<file path="src/rtl/irq_trk_pkg.sv">
package irq_trk_pkg;
  localparam int unsigned ST_W = 2;

  typedef enum logic [ST_W-1:0] {
    ST_IDLE     = 2'd0,
    ST_PEND     = 2'd1,
    ST_ACT      = 2'd2,
    ST_ACT_PEND = 2'd3
  } irq_state_e;

  function automatic irq_state_e pack_state(input logic act, input logic pend);
    return irq_state_e'({act, pend});
  endfunction
endpackage

</file>
<file path="src/rtl/irq_edge_det.sv">
module irq_edge_det (
  input  logic clk_i,
  input  logic rst_ni,
  input  logic req_i,
  output logic rise_o
);
  logic req_q;

  always_ff @(posedge clk_i or negedge rst_ni) begin
    if (!rst_ni) req_q <= 1'b0;
    else         req_q <= req_i;
  end

  assign rise_o = req_i & ~req_q;
endmodule

</file>
<file path="src/rtl/irq_pend_ctrl.sv">
module irq_pend_ctrl (
  input  logic clk_i,
  input  logic rst_ni,
  input  logic level_i,
  input  logic req_i,
  input  logic rise_i,
  input  logic set_i,
  input  logic clr_i,
  input  logic ack_take_i,
  output logic pend_o
);
  logic sw_q, edge_q;
  logic lvl_hold, clr_ok;

  assign lvl_hold = level_i & req_i;
  // level mode: clear is refused while the line is high
  assign clr_ok   = clr_i & ~lvl_hold;

  always_ff @(posedge clk_i or negedge rst_ni) begin
    if (!rst_ni) begin
      sw_q   <= 1'b0;
      edge_q <= 1'b0;
    end else begin
      sw_q   <= set_i | (sw_q & ~ack_take_i & ~clr_ok);
      edge_q <= ~level_i & (rise_i | (edge_q & ~ack_take_i & ~clr_i));
    end
  end

  assign pend_o = sw_q | edge_q | lvl_hold;

  AST_SET_HOLDS: assert property (@(posedge clk_i) disable iff (!rst_ni)
    set_i |=> pend_o) else $error("set-pending lost");

  AST_LVL_CLR_IGN: assert property (@(posedge clk_i) disable iff (!rst_ni)
    (sw_q && clr_i && lvl_hold && !ack_take_i) |=> sw_q) else $error("level clear taken");

  AST_EDGE_PENDS: assert property (@(posedge clk_i) disable iff (!rst_ni)
    (!level_i && rise_i && !ack_take_i) |=> pend_o) else $error("edge lost");
endmodule

</file>
<file path="src/rtl/irq_active_ctrl.sv">
module irq_active_ctrl (
  input  logic clk_i,
  input  logic rst_ni,
  input  logic ack_take_i,
  input  logic deact_i,
  output logic act_o
);
  always_ff @(posedge clk_i or negedge rst_ni) begin
    if (!rst_ni) act_o <= 1'b0;
    else         act_o <= (act_o | ack_take_i) & ~deact_i;  // ack before deact
  end

  AST_DEACT_CLEARS: assert property (@(posedge clk_i) disable iff (!rst_ni)
    deact_i |=> !act_o) else $error("deactivate ignored");

  AST_ACK_ACTIVE: assert property (@(posedge clk_i) disable iff (!rst_ni)
    (ack_take_i && !deact_i) |=> act_o) else $error("ack not taken");

  AST_HOLD_IDLE: assert property (@(posedge clk_i) disable iff (!rst_ni)
    (!ack_take_i && !deact_i) |=> (act_o == $past(act_o))) else $error("spurious change");
endmodule

</file>
<file path="src/rtl/irq_src_slice.sv">
module irq_src_slice
  import irq_trk_pkg::*;
(
  input  logic            clk_i,
  input  logic            rst_ni,
  input  logic            req_i,
  input  logic            level_i,
  input  logic            enable_i,
  input  logic            set_i,
  input  logic            clr_i,
  input  logic            ack_i,
  input  logic            deact_i,
  output logic [ST_W-1:0] state_o,
  output logic            fwd_o
);
  logic rise, pend, act, ack_take;

  irq_edge_det u_edge (
    .clk_i (clk_i),
    .rst_ni(rst_ni),
    .req_i (req_i),
    .rise_o(rise)
  );

  // acknowledge only counts on a pending, non-active source
  assign ack_take = ack_i & pend & ~act;

  irq_pend_ctrl u_pend (
    .clk_i     (clk_i),
    .rst_ni    (rst_ni),
    .level_i   (level_i),
    .req_i     (req_i),
    .rise_i    (rise),
    .set_i     (set_i),
    .clr_i     (clr_i),
    .ack_take_i(ack_take),
    .pend_o    (pend)
  );

  irq_active_ctrl u_act (
    .clk_i     (clk_i),
    .rst_ni    (rst_ni),
    .ack_take_i(ack_take),
    .deact_i   (deact_i),
    .act_o     (act)
  );

  assign state_o = pack_state(act, pend);
  assign fwd_o   = pend & ~act & enable_i;

  AST_FWD_NOT_ACTIVE: assert property (@(posedge clk_i) disable iff (!rst_ni)
    state_o[1] |-> !fwd_o) else $error("active source forwarded");
endmodule

</file>
<file path="src/rtl/irq_state_tracker.sv">
module irq_state_tracker
  import irq_trk_pkg::*;
#(
  parameter int unsigned N_SRC = 4
) (
  input  logic                    clk_i,
  input  logic                    rst_ni,
  input  logic [N_SRC-1:0]        req_i,
  input  logic [N_SRC-1:0]        level_mode_i,
  input  logic [N_SRC-1:0]        enable_i,
  input  logic [N_SRC-1:0]        sw_set_i,
  input  logic [N_SRC-1:0]        sw_clr_i,
  input  logic [N_SRC-1:0]        ack_i,
  input  logic [N_SRC-1:0]        deact_i,
  output logic [ST_W*N_SRC-1:0]   state_o,
  output logic [N_SRC-1:0]        fwd_o
);
  for (genvar g = 0; g < N_SRC; g++) begin : g_src
    irq_src_slice u_slice (
      .clk_i   (clk_i),
      .rst_ni  (rst_ni),
      .req_i   (req_i[g]),
      .level_i (level_mode_i[g]),
      .enable_i(enable_i[g]),
      .set_i   (sw_set_i[g]),
      .clr_i   (sw_clr_i[g]),
      .ack_i   (ack_i[g]),
      .deact_i (deact_i[g]),
      .state_o (state_o[ST_W*g +: ST_W]),
      .fwd_o   (fwd_o[g])
    );

    AST_DISABLED_QUIET: assert property (@(posedge clk_i) disable iff (!rst_ni)
      !enable_i[g] |-> !fwd_o[g]) else $error("disabled source forwarded");
  end
endmodule

</file>
<file path="config.mk">
export PLATFORM = sky130hd
export DESIGN_NAME = irq_state_tracker
export DESIGN_NICKNAME = d
export VERILOG_FILES = /design/src/rtl/irq_trk_pkg.sv /design/src/rtl/irq_edge_det.sv /design/src/rtl/irq_pend_ctrl.sv /design/src/rtl/irq_active_ctrl.sv /design/src/rtl/irq_src_slice.sv /design/src/rtl/irq_state_tracker.sv
export SDC_FILE = /design/constraint.sdc
export NUM_CORES = 1
export LEC_CHECK = 0
export BUFFER_PORTS_ARGS = -buffer_cell sky130_fd_sc_hd__buf_2
export CORE_MARGIN = 4
export CORE_UTILIZATION = 42
export CTS_CLUSTER_DIAMETER = 200
export DETAILED_ROUTE_END_ITERATION = 7
export PLACE_DENSITY_LB_ADDON = 0.25
export SYNTH_ARGS = -nofsm -noshare
export SYNTH_HDL_FRONTEND = slang
export SYNTH_SLANG_ARGS = --single-unit
</file>
<file path="constraint.sdc">
create_clock -name clk_i -period 1.4 [get_ports clk_i]
set_input_delay 0.21 -clock clk_i [delete_from_list [all_inputs] [get_ports clk_i]]
set_output_delay 0.21 -clock clk_i [all_outputs]
set_load 0.05 [all_outputs]
</file>
# --- Yosys cells after proc, flatten, opt, wreduce, memory -nomap -nowiden ---
# Cells that the tools add are included.
totals:
  reg_bits: 16
  in_bits: 30
classes:
  bitwise: 104
op_table:
  columns: ["cell", "count"]
  rows:
  - ["$and A1 B1 Y1", 52]
  - ["$not A1 Y1", 32]
  - ["$or A1 B1 Y1", 20]

# --- Logic depth before layout (Yosys ltp) ---
logic_depth:
  word_depth: 9
  depth_mapped: 3

# --- By module ---
# Synthesis repeated with hierarchy kept, for this count alone.
hier_totals:
  hier_cells: 68
  area_unflattened_um2: 815.8
modules_own_cells:
  columns: ["module", "n_inst", "cells_per_inst", "area_each_um2", "seq_area_each_um2"]
  rows:
  - ["irq_pend_ctrl", 4, 9, 97.6, 50.0]
  - ["irq_edge_det", 4, 2, 38.8, 25.0]
  - ["irq_active_ctrl", 4, 2, 35.0, 25.0]
  - ["irq_src_slice", 4, 4, 32.5, 0.0]

# --- Worst setup path before layout ---
# OpenSTA, ideal clock, no wires.
synth_path:
  kind: "flip-flop to output port"
  startpoint: "reg g_src[1].u_slice.u_pend.sw_q"
  endpoint: "out fwd_o[1]"
  t_arrival_ns: 1.021
  required_ns: 1.190
  setup_slack_ns: 0.169
  stages_incl_launch_ff: 4
  cell_sequence: "dfrtp_1 -> a211o_1 -> and3b_1 -> buf_4"
synth_between:
  elab_chain_len: 4
synth_rtl:
  columns: ["item", "line_no", "source"]
  rows:
  - ["from (decl)", "irq_pend_ctrl.sv:12", "logic sw_q, edge_q;"]
  - ["from (signal assigned)", "irq_pend_ctrl.sv:24", "sw_q <= set_i | (sw_q & ~ack_take_i & ~clr_ok);"]
  - ["$or A1 B1 Y1 (2 in a row)", "irq_pend_ctrl.sv:29", "assign pend_o = sw_q | edge_q | lvl_hold;"]
  - ["named net g_src[1].u_slice.pend", "irq_src_slice.sv:16", "logic rise, pend, act, ack_take;"]
  - ["$and A1 B1 Y1 (2 in a row)", "irq_src_slice.sv:49", "assign fwd_o = pend & ~act & enable_i;"]
  - ["to (decl)", "irq_state_tracker.sv:16", "output logic [N_SRC-1:0] fwd_o"]
# The timed path passes the listed nets, and every way through them passes these cells.

# --- Final worst setup path ---
layout_path:
  startpoint: "reg g_src[2].u_slice.u_pend.edge_q"
  endpoint: "out fwd_o[2]"
layout_between:
  elab_chain_len: 4
layout_rtl:
  columns: ["item", "line_no", "source"]
  rows:
  - ["from (decl)", "irq_pend_ctrl.sv:12", null]
  - ["from (signal assigned)", "irq_pend_ctrl.sv:25", "edge_q <= ~level_i & (rise_i | (edge_q & ~ack_take_i & ~clr_i));"]
  - ["$or A1 B1 Y1 (2 in a row)", "irq_pend_ctrl.sv:29", null]
  - ["$and A1 B1 Y1 (2 in a row)", "irq_src_slice.sv:49", null]
# Every way passes these cells.

==> summary.md <==
| Metric | Value |
|---|---|
| Post-synthesis async set-or-reset flop share | `1.00` |
| DR vias | `649` |
| Die area | `2590 µm²` |
| Tot GR Track Use | `0.132` |
| Clock power frac | `0.268` |
| Cells after Synth | `74` |
| Num CTS Buffers | `3` |
| Power density cells | `1080 nW/µm²` |
| Core Box Area | `1730 µm²` |
| Setup TNS | `-0.610 ns` |
| Clk sink count | `16` |
| Share of layout cells above drive strength 1 | `0.491` |
| Setup-failing EPs final | `5` |
| R2R setup slack | `0.14 ns` |
| Fin cells | `139` |
| Per-cell routed wire length | `11.9 µm` |
| Row cnt | `15` |
| Core Util, Final | `0.610` |
| Via/cell ratio | `4.67` |
| CP Max Fanout | `3` |
| Syn Std Cell Area | `773 µm²` |
| Leakage power | `0.549 nW` |
| Flops & latches, synth | `16` |
| Max-cap viol count | `0` |
| Vias in the first global route | `620` |
| RSZ-0062 raised after global routing | `yes` |
| First-pass GRT wire length | `2560 µm` |
| Post-route setup slack | `-0.156 ns` |
| Worst VDD drop | `0.639 mV` |
| Startpoint Class | `register` |
| Worst EP required | `1.19 ns` |
| FF+latch area | `400 µm²` |
| Die X | `50.9 µm` |
| Final Critical Period | `1.56 ns` |
| Worst slew pin tran | `0.351 ns` |
| Commonest register cell after synthesis | `dfrtp_1` |
| Worst clock skew | `0.00147 ns` |
| Drt pass-1 iters | `4` |
| Routed WL | `1660 µm` |
| Fillers | `167` |
| Largest net degree at the start of global routing | `17` |
| Post-synth top area share | `0.518` |
| Placed cell count | `128` |
| Max-slew violations | `0` |
| Final nets | `145` |
| CTS tree | `done` |
| Clock Path Buffers | `2` |
| Post-synth EDFFs | `0` |
| Worst-Skew Late Latency | `0.28 ns` |
| Top cells by area, synth | `dfrtp_1 (52%), buf_4 (12%), nand2b_1 (5.7%)` |
| Input/output buffers | `41` |
| # diodes | `0` |
| Syn_nets | `104` |
| Ports | `42` |
| Clock-pin slew on the worst setup and hold paths | `0.09 ns` |
| Slew headroom | `0.766` |
| Int Pwr | `0.781 mW` |
| Synth Area per Inst | `10.4 µm²` |
| Hold Crit Class | `input port to register` |
| Status | `finished, violations left` |
| Crit end category | `primary output` |
| GRT overflow | `0` |
| CP Data Arrival Time | `1.35 ns` |
| Sw Ratio | `0.310` |
| Failing checks | `negative setup slack` |
| HPWL Detailed | `1180 µm` |
| Synth cell types | `13` |
| Final hold viol count | `0` |
| Top-count cell post-synth | `dfrtp_1` |
| Psw | `0.351 mW` |
| Multi-input gate area in the final layout | `279 µm²` |
| Final worst path period share | `1.11` |
| Initial antenna violation count | `0` |
| H-tree levels | `1` |
| Number of DRC markers in iteration 0 | `6` |
| Crit path kind | `register to primary output` |
| Post-DRT Antenna Nets | `0` |
| Max Clk Rate | `643 MHz` |
| Residual DRC count | `0` |
| Initial core utilization | `0.448` |
| Sequential area share after synthesis | `0.518` |
| Cell taking the most area after synthesis | `dfrtp_1` |
| Routability cong. | `0.672` |
| DIE HEIGHT | `50.9 µm` |
| Root buffer cell | `clkbuf_4` |
| Synth Warn # | `0` |
| Commonest cells in the netlist | `dfrtp_1 (16), buf_4 (12), a21oi_1 (8), nand2_1 (8), nand2b_1 (7)` |
| Flop pwr share | `0.449` |
| Area grow syn2layout | `36.2%` |
| Combinational power share | `0.283` |
[cell families (layout without fill, tap and decap cells)]
logic type / Yosys count / count (layout) / share of synthesized area
compound gates: 17 / 17 / 0.159
flops: 16 / 16 / 0.518
buf+inv: 13 / 53 / 0.121
simple gates: 28 / 28 / 0.202
[power by group through the flow]
stage	Sequential (mW)	Clock, mW	Combinational (mW)
floorplan	0.514	0	0.221
global placement	0.517	0	0.268
detailed placement	0.517	0	0.273
CTS	0.509	0.320	0.299
global route	0.514	0.336	0.343
finish	0.509	0.303	0.321
[registers in the layout, summed over array words and instances, names as in the netlist]
register,flops
g_src.u_slice.u_act.act_o,4
g_src.u_slice.u_edge.req_q,4
g_src.u_slice.u_pend.edge_q,4
g_src.u_slice.u_pend.sw_q,4
[metal layers]
metal	up-vias	GRT usage	part of all wire
met5	-	0	0
met4	0	0.0673	0
met1	298	0.157	0.41
li1	327	-	-
met3	0	0.0262	0.065
met2	24	0.225	0.52
[stage by stage]
step                      hold WS, ns  power [mW]  area [µm²]  setup slack (ns)
after CTS                      0.0473        1.13        1010            -0.132
final                          0.0601        1.13        1050            -0.156
after detailed placement        0.141       0.790         920             0.120
after floorplan               -0.0856       0.735         773             0.169
after global placement          0.140       0.785         920             0.144
after global routing           0.0486        1.19        1050            -0.191
[worst max-delay path, cell delays in order (launching register included)]
cell and delay, ns:
dfrtp_1 0.40, a211o_1 0.31, and3b_1 0.20, buf_6 0.16
[layout by cell type (no fill, tap or decap)]
master,count
a211o_1,4
a211oi_2,1
a21oi_1,8
a31o_2,4
and3b_1,4
buf_2,33
buf_4,8
buf_6,6
clkbuf_4,3
clkbuf_8,1
dfrtp_1,16
dlygate4sd3_1,1
inv_1,1
nand2_1,8
nand2b_1,7
nand3b_1,3
nor2_1,5
nor2b_1,1
[final timing paths]
| check | from | end | depth (start not counted) |
|---|---|---|---|
| max | g_src[2].u_slice.u_pend.edge_q | fwd_o[2] | 3 |
| min | deact_i[1] | g_src[1].u_slice.u_act.act_o | 2 |
| max reg2reg | g_src[1].u_slice.u_pend.sw_q | g_src[1].u_slice.u_act.act_o | 5 |
| min reg2reg | g_src[2].u_slice.u_edge.req_q | g_src[2].u_slice.u_pend.edge_q | 2 |
| max in group asynchronous | rst_ni | g_src[3].u_slice.u_edge.req_q | 2 |
| min in group asynchronous | rst_ni | g_src[2].u_slice.u_act.act_o | 2 |
[layout make-up]
type | count | area share
flip-flops and latches | 16 | 0.380
inverters | 1 | 0.00356
clock buffers | 4 | 0.0344
multi-input cells | 45 | 0.265
repair buffers | 48 | 0.287
well taps | 25 | 0.0297
[what timing repair did]
item / CTS / global route
hold buffers: 1 / 0
endpoints found under the hold margin: 16 / 0
pin swaps: 6 / 2
endpoints found under the setup margin: 8 / 8
setup buffers: 2 / 4
resized for setup: 10 / 6
No activity file was read; power rests on OpenSTA's default activity.
